### src/rtl/can_filt_pkg.sv
package can_filt_pkg;

   localparam int ID_BITS   = 32;
   localparam int FB_BYTES  = 8;
   localparam int LIDX_W    = $clog2(FB_BYTES);
   localparam int CNT_W     = $clog2(FB_BYTES + 1);
   localparam int CTL_SEL   = FB_BYTES;

   typedef enum logic [1:0] {
      FW_8   = 2'b00,
      FW_16  = 2'b01,
      FW_32  = 2'b10,
      FW_BAD = 2'b11
   } fwidth_e;

   typedef struct packed {
      logic    hi_list;
      logic    lo_list;
      fwidth_e width;
      logic    en;
   } bank_ctl_t;

endpackage

### src/rtl/can_filt_bank.sv
module can_filt_bank
   import can_filt_pkg::*;
(
   input  logic                clk,
   input  logic                rst_n,
   input  logic                wr_en,
   input  logic [3:0]          wr_sel,
   input  logic [7:0]          wr_data,
   input  logic [ID_BITS-1:0]  id,
   output logic                hit,
   output logic                hit_list,
   output logic [1:0]          hit_rank,
   output logic [LIDX_W-1:0]   hit_lidx,
   output logic [CNT_W-1:0]    entry_cnt
);

   bank_ctl_t                 ctl;
   logic [FB_BYTES-1:0][7:0]  fb;
   logic                      cfg_err;
   logic                      live;
   logic [FB_BYTES-1:0]       slot_exist;
   logic [FB_BYTES-1:0]       slot_match;
   logic [FB_BYTES-1:0]       slot_list;

   // storage: filter bytes lock while enabled, control always writable
   always_ff @(posedge clk or negedge rst_n) begin
      if (!rst_n) begin
         ctl <= '0;
         fb  <= '0;
      end else if (wr_en) begin
         if (wr_sel == 4'(CTL_SEL))
            ctl <= bank_ctl_t'(wr_data[4:0]);
         else if (wr_sel < 4'(CTL_SEL) && !ctl.en)
            fb[wr_sel[LIDX_W-1:0]] <= wr_data;
      end
   end


   frozen_chk: assert property (@(posedge clk) disable iff (!rst_n)
      ctl.en |=> $stable(fb));

   always_comb begin
      cfg_err = (ctl.width == FW_BAD) ||
                (ctl.width == FW_32 && ctl.lo_list != ctl.hi_list);
      live    = ctl.en && !cfg_err;
   end

   for (genvar s = 0; s < FB_BYTES; s++) begin : g_slot
      logic lst;
      logic e8, m8, e16, m16, e32, m32;

      assign lst = (s >= FB_BYTES / 2) ? ctl.hi_list : ctl.lo_list;

      // 8-bit elements
      if (s % 2 == 0) begin : g_p8
         assign e8 = 1'b1;
         assign m8 = lst ? (id[31:24] == fb[s])
                         : (((id[31:24] ^ fb[s]) & fb[s+1]) == 8'h00);
      end else begin : g_s8
         assign e8 = lst;
         assign m8 = (id[31:24] == fb[s]);
      end

      // 16-bit elements
      if (s % 4 == 0) begin : g_p16
         assign e16 = 1'b1;
         assign m16 = lst ? (id[31:16] == {fb[s+1], fb[s]})
                          : (((id[31:16] ^ {fb[s+1], fb[s]}) &
                              {fb[s+3], fb[s+2]}) == 16'h0000);
      end else if (s % 2 == 0) begin : g_s16
         assign e16 = lst;
         assign m16 = (id[31:16] == {fb[s+1], fb[s]});
      end else begin : g_n16
         assign e16 = 1'b0;
         assign m16 = 1'b0;
      end

      // 32-bit elements
      if (s == 0) begin : g_p32
         assign e32 = 1'b1;
         assign m32 = lst ? (id == {fb[3], fb[2], fb[1], fb[0]})
                          : (((id ^ {fb[3], fb[2], fb[1], fb[0]}) &
                              {fb[7], fb[6], fb[5], fb[4]}) == 32'h0);
      end else if (s == FB_BYTES / 2) begin : g_s32
         assign e32 = lst;
         assign m32 = (id == {fb[7], fb[6], fb[5], fb[4]});
      end else begin : g_n32
         assign e32 = 1'b0;
         assign m32 = 1'b0;
      end

      always_comb begin
         slot_list[s] = lst;
         case (ctl.width)
            FW_8:    begin slot_exist[s] = e8;   slot_match[s] = m8;   end
            FW_16:   begin slot_exist[s] = e16;  slot_match[s] = m16;  end
            FW_32:   begin slot_exist[s] = e32;  slot_match[s] = m32;  end
            default: begin slot_exist[s] = 1'b0; slot_match[s] = 1'b0; end
         endcase
      end
   end

   // in-bank pick: list first, then lowest byte position
   always_comb begin
      hit      = 1'b0;
      hit_list = 1'b0;
      hit_lidx = '0;
      for (int s = 0; s < FB_BYTES; s++) begin
         if (live && slot_exist[s] && slot_match[s]) begin
            if (!hit || (slot_list[s] && !hit_list)) begin
               hit      = 1'b1;
               hit_list = slot_list[s];
               hit_lidx = LIDX_W'($countones(slot_exist &
                              ((FB_BYTES'(1) << s) - FB_BYTES'(1))));
            end
         end
      end
      hit_rank  = ctl.width;
      entry_cnt = cfg_err ? '0 : CNT_W'($countones(slot_exist));
   end

endmodule

### src/rtl/can_filt_arb.sv
module can_filt_arb
   import can_filt_pkg::*;
#(
   parameter int NUM_BANKS = 4,
   parameter int IDX_W     = 5,
   parameter int SUM_W     = 6
) (
   input  logic [NUM_BANKS-1:0]             b_hit,
   input  logic [NUM_BANKS-1:0]             b_list,
   input  logic [NUM_BANKS-1:0][1:0]        b_rank,
   input  logic [NUM_BANKS-1:0][LIDX_W-1:0] b_lidx,
   input  logic [NUM_BANKS-1:0][CNT_W-1:0]  b_cnt,
   output logic                             win,
   output logic [IDX_W-1:0]                 win_idx,
   output logic [NUM_BANKS-1:0]             grant,
   output logic [SUM_W-1:0]                 total
);

   always_comb begin
      logic [SUM_W-1:0] base;
      logic [2:0]       best_key;
      logic [2:0]       key;
      base     = '0;
      best_key = '0;
      win      = 1'b0;
      win_idx  = '0;
      grant    = '0;
      for (int b = 0; b < NUM_BANKS; b++) begin
         key = {b_list[b], b_rank[b]};
         // strict compare keeps the lower bank on a tie
         if (b_hit[b] && (!win || key > best_key)) begin
            win      = 1'b1;
            best_key = key;
            win_idx  = IDX_W'(base + SUM_W'(b_lidx[b]));
            grant    = '0;
            grant[b] = 1'b1;
         end
         base = base + SUM_W'(b_cnt[b]);
      end
      total = base;
   end

endmodule

### src/rtl/can_accept_filter.sv
module can_accept_filter
   import can_filt_pkg::*;
#(
   parameter int  NUM_BANKS = 4,
   localparam int BANK_W    = (NUM_BANKS > 1) ? $clog2(NUM_BANKS) : 1,
   localparam int IDX_W     = $clog2(NUM_BANKS * FB_BYTES)
) (
   input  logic               clk,
   input  logic               rst_n,
   input  logic               id_stb,
   input  logic [31:0]        id_word,
   input  logic               cfg_we,
   input  logic [BANK_W-1:0]  cfg_bank,
   input  logic [3:0]         cfg_reg,
   input  logic [7:0]         cfg_data,
   output logic               res_valid,
   output logic               res_accept,
   output logic [IDX_W-1:0]   res_index
);

   localparam int SUM_W = IDX_W + 1;

   if (NUM_BANKS < 1 || NUM_BANKS > 16) begin : g_bad_banks
      $error("can_accept_filter: NUM_BANKS must be 1..16");
   end
   if (ID_BITS != 32) begin : g_bad_id
      $error("can_accept_filter: identifier word must be 32 bits");
   end

   logic [NUM_BANKS-1:0]             b_hit;
   logic [NUM_BANKS-1:0]             b_list;
   logic [NUM_BANKS-1:0][1:0]        b_rank;
   logic [NUM_BANKS-1:0][LIDX_W-1:0] b_lidx;
   logic [NUM_BANKS-1:0][CNT_W-1:0]  b_cnt;
   logic                             win;
   logic [IDX_W-1:0]                 win_idx;
   logic [NUM_BANKS-1:0]             grant;
   logic [SUM_W-1:0]                 total;

   for (genvar b = 0; b < NUM_BANKS; b++) begin : g_bank
      can_filt_bank u_bank (
         .clk       (clk),
         .rst_n     (rst_n),
         .wr_en     (cfg_we && cfg_bank == BANK_W'(b)),
         .wr_sel    (cfg_reg),
         .wr_data   (cfg_data),
         .id        (id_word),
         .hit       (b_hit[b]),
         .hit_list  (b_list[b]),
         .hit_rank  (b_rank[b]),
         .hit_lidx  (b_lidx[b]),
         .entry_cnt (b_cnt[b])
      );
   end

   can_filt_arb #(
      .NUM_BANKS (NUM_BANKS),
      .IDX_W     (IDX_W),
      .SUM_W     (SUM_W)
   ) u_arb (
      .b_hit   (b_hit),
      .b_list  (b_list),
      .b_rank  (b_rank),
      .b_lidx  (b_lidx),
      .b_cnt   (b_cnt),
      .win     (win),
      .win_idx (win_idx),
      .grant   (grant),
      .total   (total)
   );


   single_grant_chk: assert property (@(posedge clk) disable iff (!rst_n)
      $onehot0(grant) && (win == (grant != '0)));


   idx_range_chk: assert property (@(posedge clk) disable iff (!rst_n)
      win |-> (SUM_W'(win_idx) < total));

   always_ff @(posedge clk or negedge rst_n) begin
      if (!rst_n) begin
         res_valid  <= 1'b0;
         res_accept <= 1'b0;
         res_index  <= '0;
      end else begin
         res_valid <= id_stb;
         if (id_stb) begin
            res_accept <= win;
            res_index  <= win ? win_idx : '0;
         end
      end
   end


   valid_follow_chk: assert property (@(posedge clk) disable iff (!rst_n)
      id_stb |=> res_valid);


   valid_cause_chk: assert property (@(posedge clk) disable iff (!rst_n)
      res_valid |-> $past(id_stb));


   reject_zero_chk: assert property (@(posedge clk) disable iff (!rst_n)
      (res_valid && !res_accept) |-> (res_index == '0));

endmodule

### config.mk
export PLATFORM = sky130hd
export DESIGN_NAME = can_accept_filter
export DESIGN_NICKNAME = d
export VERILOG_FILES = /design/src/rtl/can_filt_pkg.sv /design/src/rtl/can_filt_bank.sv /design/src/rtl/can_filt_arb.sv /design/src/rtl/can_accept_filter.sv
export SDC_FILE = /design/constraint.sdc
export NUM_CORES = 1
export LEC_CHECK = 0
export BUFFER_PORTS_ARGS = -buffer_cell sky130_fd_sc_hd__buf_4
export CAP_MARGIN = 10
export CORE_UTILIZATION = 32
export DETAILED_ROUTE_END_ITERATION = 12
export GPL_ROUTABILITY_DRIVEN = 0
export HOLD_SLACK_MARGIN = 0.08
export PLACE_DENSITY = 0.43
export SYNTH_ARGS = -nofsm -noshare
export SYNTH_HDL_FRONTEND = slang
export SYNTH_HIERARCHICAL = 1
export SYNTH_SLANG_ARGS = --single-unit
### constraint.sdc
create_clock -name clk -period 14 [get_ports clk]
set_input_delay 0.7 -clock clk [delete_from_list [all_inputs] [get_ports clk]]
set_output_delay 0.7 -clock clk [all_outputs]
set_load 0.01 [all_outputs]
==> results list, run 1 <==
- The flow ran to the end, and the final reports show no timing, DRC or antenna violations.
- Netlist Area Pre-Place: 0.0241 mm²
- The number of antenna violations at the first check in global routing came to 3.
* Effective utilization at floorplan: 32.4%
* Fraction of final layout cells with drive strength greater than 1: 18.7%
* Worst Path Required: 14420 ps
- Setup Total Neg Slack: 0 ps
- For this run, the top clock speed supported by timing is 130 MHz.
- Dividing the final minimum period by the clock period gives 55.1%.
- At the later pin of the worst-skew pair, clock insertion delay measures 570 ps.
- The first detailed-routing pass took 9 iterations.
* Clock sinks: 283
* Post_cts resized: 0
- Area enclosed by the die boundary: 0.0765 mm²
* TritonCTS clock tree: built
- Average footprint of a synthesized cell: 10.0 µm²
- The tightest min-delay check is of the input pin to asynchronous set/reset pin type.
- Nets@finish: 2573
- Worst Path Max Fanout: 31
- The HPWL after detailed placement is 69600 µm.
- Setup violations remaining at the end of the flow were counted as 0.
- The worst setup path is launched from an input pin.
* Die W: 277 µm
- Count of standard-cell rows: 100
* Via density: 6.11
- Number of levels the H-tree was split into: 2
- The critical path is of the input pin to flop type.
* Detailed router's first-iteration violation count: 2494
- Count of antenna diodes in the layout: 0
- For this run, the slowest stage of the critical path takes 680 ps.
* Post-DR wirelength/cell: 29.8 µm
- Die extent in y: 277 µm
* Startpoint of the lowest-slack register-to-register path: g_bank[0].u_bank/hit_rank[1]$_DFFE_PN0P_
* Ys Warns: 6
* Clock buffers created by TritonCTS: 37
- Hold Vio Cnt, Final: 0
- The clock passes through at most 3 buffers.
- Relative slew slack: 21.0%
- Cell type group with the largest total delay on the critical path: compound AO/OA/AOI/OAI gates
* # IOs: 57
* Start point of the critical path: id_word[27]
* Total power per unit cell area: 156 mW/mm²
- Hold Buf Count CTS: 0
- Number of maximum-capacitance violations: 0
* Post-CTS clock slew at the launch and capture registers of the worst setup and hold paths: 60 ps
- The routed layout has 20900 vias.
- Vias in the first global route: 21500
* Post-synthesis cell count: 2402
- The worst setup path is captured at a flop.
- Net count after synthesis: 2552
- The tree is rooted in a sky130_fd_sc_hd__clkbuf_16.
- Clk_skew: 29.9 ps
- Total GRT Usage: 26.3%
- Counting I/O delays and the setup requirement, the final critical path takes 7710 ps.
- Area Overhead vs Synth: 9.37%
- Core area: 0.0746 mm²
- For this block, the routed nets add up to 102000 µm of wire.
- Entering global routing, the biggest net connects 95 pins.
- Cell leakage power: 12.0 nW
- Most common cell after layout, fill and taps aside: sky130_fd_sc_hd__xor2_1
- Detail Route Antenna Nets: 0
- After layout, the design draws a total of 0.00413 W.
- Overall overflow remaining after global route: 0
- Cell repeated most along the worst path: sky130_fd_sc_hd__ha_1
* Slew of the pin with the lowest slew margin: 1180 ps
- The first global-routing pass estimated 150000 µm of wire.
- Bufs and invs on worst path: 2
- Setup repair after global routing left no endpoint under its margin.
- In this run the post-CTS setup repair buffer count came out at 0.
- Standard cell with the maximum stage delay on the critical path: sky130_fd_sc_hd__buf_4
* Residual DRC: 0
- In this run the tool buffered the top-level ports with 56 buffer cells.
* Max-slew violation count: 0
* Arrival time worst endpoint: 8130 ps
- Leaving out fill and tap cells, the most frequent cells in the layout are sky130_fd_sc_hd__xor2_1 (469), sky130_fd_sc_hd__dfrtp_1 (283), sky130_fd_sc_hd__mux2_2 (279).
- Across the VDD grid, the largest voltage drop is 0.147 mV.
-- area by class of cell --
type	count	area [µm²]
tap	969	1210
timing repair buffer	66	503
clock buffer	53	1050
inverter	109	412
clock inverter	10	113
multi-input combinational	1926	16000
fill	7621	48200
sequential	283	7080
-- worst reg2reg max path, cell delays in order (launching register included) --
cell and delay [ps]:
sky130_fd_sc_hd__dfrtp_1 800, sky130_fd_sc_hd__nor2_1 140, sky130_fd_sc_hd__nand2_1 330, sky130_fd_sc_hd__nand4b_1 190
sky130_fd_sc_hd__o31ai_1 90, sky130_fd_sc_hd__a31oi_1 400, sky130_fd_sc_hd__a31oi_2 290, sky130_fd_sc_hd__or2_2 360
sky130_fd_sc_hd__nand3b_1 360, sky130_fd_sc_hd__and2_2 310, sky130_fd_sc_hd__ha_1 290, sky130_fd_sc_hd__nand4_1 100
sky130_fd_sc_hd__o31ai_2 120, sky130_fd_sc_hd__nor3b_2 340, sky130_fd_sc_hd__mux2_2 400, sky130_fd_sc_hd__ha_1 310
sky130_fd_sc_hd__nor2b_1 160, sky130_fd_sc_hd__o211a_1 230, sky130_fd_sc_hd__o21ai_1 380, sky130_fd_sc_hd__mux2_4 340
sky130_fd_sc_hd__ha_1 270, sky130_fd_sc_hd__and3_1 150, sky130_fd_sc_hd__a211oi_1 250, sky130_fd_sc_hd__a21o_1 290
sky130_fd_sc_hd__a21oi_1 70, sky130_fd_sc_hd__a22o_1 240, sky130_fd_sc_hd__nand3_1 80, sky130_fd_sc_hd__o21ai_0 80
-- where the power goes --
group	total (W)	switching, W	internal [W]
clock network	0.000929	0.000388	0.000541
logic	0.00200	0.00116	0.000845
registers	0.00119	0.000266	0.000928
-- final timing paths --
check	endpoint	slack [ps]	depth (start not counted)
max	res_index[2]$_DFFE_PN0P_	6290	29
min	g_bank[0].u_bank/fb[63]$_DFFE_PN0P_	150	1
max reg2reg	res_index[2]$_DFFE_PN0P_	6500	27
min reg2reg	res_index[3]$_DFFE_PN0P_	530	2
max in group asynchronous	g_bank[3].u_bank/fb[16]$_DFFE_PN0P_	11790	3
min in group clk	res_valid$_DFF_PN0_	350	1
-- registers in the layout (all words and copies together), names as in the netlist --
name and cells:
res_accept 1, g_bank.u_bank/ctl 4, g_bank.u_bank/g_slot.lst 4, g_bank.u_bank/fb 256
res_index 5, g_bank.u_bank/g_slot.e32 4, g_bank.u_bank/hit_rank 8, res_valid 1
-- per-stage QoR --
step                      utilization [%]  cells  setup WS [ps]  hold slack (ps)  area (µm²)
final                                35.4   3416           6290              153       26400
after global placement               33.8   3353           6150              496       25200
after floorplan                         -   2402           7510              404       24100
after CTS                            35.4   3416           6560              182       26400
after detailed placement             33.8   3353           6000              522       25200
after global routing                 35.4   3416           6010              205       26400
-- layer usage --
metal / part of all wire (%) / track usage, %
met4: 5.4 / 13.1
met1: 44 / 35.8
met2: 43 / 39.6
met5: 0 / 0
met3: 8.3 / 5.27
No activity file was read; power rests on OpenSTA's default activity.
==> inputs of run 2 (changes only) <==
==> constraint.sdc (replaced) <==
create_clock -name clk -period 7.6 [get_ports clk]
set_input_delay 0.38 -clock clk [delete_from_list [all_inputs] [get_ports clk]]
set_output_delay 0.38 -clock clk [all_outputs]
set_load 0.01 [all_outputs]
==> run 2 against run 1 <==
Combinational power up 85%. Clock skew up 3.8 ps. Routed wire length up 0.67%. Power up 87%. Utilization up 0.58 points. Global-route usage about the same. Final area up 1.6%. First-iteration DRC count down 11%. Largest power group unchanged.
==> results list, run 2 (synthesized netlist as in run 1, its figures left out) <==
- Final worst path period need: 6990 ps
- Max-cap violations in this run came to 0.
- Total GRT Usage: 26.3%
- Count of antenna diodes in the layout: 0
- For this block, the routed nets add up to 102000 µm of wire.
- Setup total negative slack on the finished layout was measured at 0 ps.
* Status: complete, no violations
- In this run the deepest clock path goes through 3 buffers.
- Die W: 277 µm
* Fraction of final layout cells with drive strength greater than 1: 20.3%
- Residual DRC: 0
- Switching part of the total: 43.4%
- Sequential cell fraction of total power: 28.2%
- Setup violations remaining at the end of the flow were counted as 0.
- Number of cell instances on the worst register-to-register path: 28
* Endpoint of the lowest-slack register-to-register path: res_index[2]$_DFFE_PN0P_
- Max rail drop VDD: 0.309 mV
- Worst hold path class: input pin to asynchronous set/reset pin
- Final non-filler cell area: 0.0268 mm²
- By instance count, the cell type seen most on the critical path is sky130_fd_sc_hd__a21oi_1.
- Buffers placed on the I/O ports in this run total 56.
- g_bank.u_bank/fb holds more flip-flops than any other register.
* Total number of vias: 21100
- Post-detailed-placement half-perimeter wirelength: 73200 µm
* Startpoint of the lowest-slack register-to-register path: g_bank[0].u_bank/fb[57]$_DFFE_PN0P_
- Post-CTS clock slew at the launch and capture registers of the worst setup and hold paths: 70 ps
- The number of hold violations in the final report came to 0.
* Effective utilization at floorplan: 32.4%
- In this run the register-to-register setup slack is 610 ps.
* Number of placed cells counting well taps: 3393
* Core area: 0.0746 mm²
- At the pin with the least slew margin, the transition time is 1230 ps.
- For this run, the share of the core covered by cells in the final layout is 36.0%.
* Most common cell after layout, fill and taps aside: sky130_fd_sc_hd__xor2_1
- Worst-Skew Late Latency: 590 ps
* Slowest stage delay, CP: 510 ps
- The worst setup path is launched from a flop.
- For this run, the detailed router's first-pass iteration total came to 8.
- Counting the fill cells in the layout gives 7620.
- The number of global-route vias before repair is 21400.
* Worst Path Required: 8040 ps
- Via density: 6.08
- Post_cts resized: 0
- In this run the static leakage power is 12.3 nW.
- Worst Setup Path Type: flop to flop
* Clock sinks: 283
- Final period utilization: 91.9%
* TritonCTS clock tree: built
- Non-filler cells, final: 3462
- Nets@finish: 2615
* Pin count of the biggest net entering global routing: 152
- After detailed routing, the average wire length per cell comes to 29.6 µm.
* Total power per unit cell area: 288 mW/mm²
- Summed over all nets, the switching power comes to 0.00335 W.
- Max-slew violation count: 0
- Compared with the post-synthesis result, the final layout area differs by 11.2%.
- Setup repair after global routing left no endpoint under its margin.
* Area enclosed by the die boundary: 0.0765 mm²
* # IOs: 57
- Overall overflow remaining after global route: 0
- Final setup slack of the worst path: 613 ps
- The die is 277 µm tall.
- Of all nets on the critical path, the largest fanout is 10.
* Detailed router's first-iteration violation count: 2213
- The tree is rooted in a sky130_fd_sc_hd__clkbuf_16.
* Count of standard-cell rows: 100
- The first global-routing pass estimated 150000 µm of wire.
- STA classifies the critical path endpoint as a flop.
- Flip-flop count of the largest register, all copies and words added: 256
* Post-place instance area: 0.0255 mm²
- Portion of total power attributed to the clock network: 24.0%
* Initial antenna violation count: 1
* Relative slew slack: 18.0%
- Fraction of power consumed by combinational cells: 47.8%
- Clock buffers created by TritonCTS: 37
- Data arrives at the worst endpoint at 7430 ps.
- Clock skew on the completed layout was measured at 33.8 ps.
- Standard cell with the maximum stage delay on the critical path: sky130_fd_sc_hd__nor4_1
- The H-tree was split into 2 levels.
- In the layout the commonest cells are sky130_fd_sc_hd__xor2_1 (469), sky130_fd_sc_hd__dfrtp_1 (283), sky130_fd_sc_hd__mux2_2 (279).
* Place WS: 516 ps
- The count of nets left with antenna violations once routing finished came out at 0.
- Static timing analysis puts the maximum clock frequency at 143 MHz.
- Internal Dissipation: 0.00438 W
## run 2: worst max path at each step
stage	slack, ps	endpoint	startpoint
final	610	res_index[2]$_DFFE_PN0P_	g_bank[0].u_bank/fb[57]$_DFFE_PN0P_
after global routing	80	res_index[2]$_DFFE_PN0P_	g_bank[1].u_bank/fb[4]$_DFFE_PN0P_
after CTS	680	res_index[2]$_DFFE_PN0P_	g_bank[1].u_bank/fb[4]$_DFFE_PN0P_
after detailed placement	520	res_index[2]$_DFFE_PN0P_	id_word[31]
after global placement	530	res_index[2]$_DFFE_PN0P_	id_word[20]
after floorplan	1430	res_index[1]$_DFFE_PN0P_	id_word[29]
## run 2: layer usage
layer / share of wire [%] / track usage [%] / up-vias / routed length (µm)
li1: - / - / 8941 / -
met5: 0.013 / 0 / - / 13
met4: 5.8 / 13.3 / 2 / 5940
met1: 41 / 34.7 / 10500 / 42500
met3: 9.2 / 5.76 / 385 / 9400
met2: 44 / 40.6 / 1232 / 44600
## run 2: power by group through the flow
stage | clock (W) | sequential, W | combinational [W]
2_1_floorplan | 0 | 0.00196 | 0.00269
3_3_place_gp | 0 | 0.00220 | 0.00365
3_5_place_dp | 0 | 0.00219 | 0.00368
4_1_cts | 0.00190 | 0.00216 | 0.00371
5_1_grt | 0.00196 | 0.00219 | 0.00411
6_report | 0.00185 | 0.00218 | 0.00369
## run 2: stage by stage
stage	total power, W	hold slack, ps
final	0.00773	393
after global routing	0.00825	460
after CTS	0.00777	400
after detailed placement	0.00587	437
after global placement	0.00584	412
after floorplan	0.00465	84.4
## run 2: cell type report
class	instances	area (µm²)	area share [%]
clock buffers	47	1020	3.82
flip-flops and latches	283	7080	26.4
repair buffers	108	836	3.12
multi-input cells	1926	16000	59.7
well taps	969	1210	4.52
clock inverters	20	243	0.905
inverters	109	412	1.53
## run 2: what timing repair did
item,4_1_cts,5_1_grt
setup buffers,0,0
hold buffers,2,0
endpoints found under the hold margin,74,0
## run 2: critical path: cells and delay by family, from the launching register on
family | cells | cell delay, ps
DFF | 1 | 480
and+or+nand+nor | 9 | 2170
muxes | 2 | 740
adders and majority gates | 3 | 930
AOI/OAI and AO/OA | 13 | 2320
xor gates and xnor gates | 1 | 180
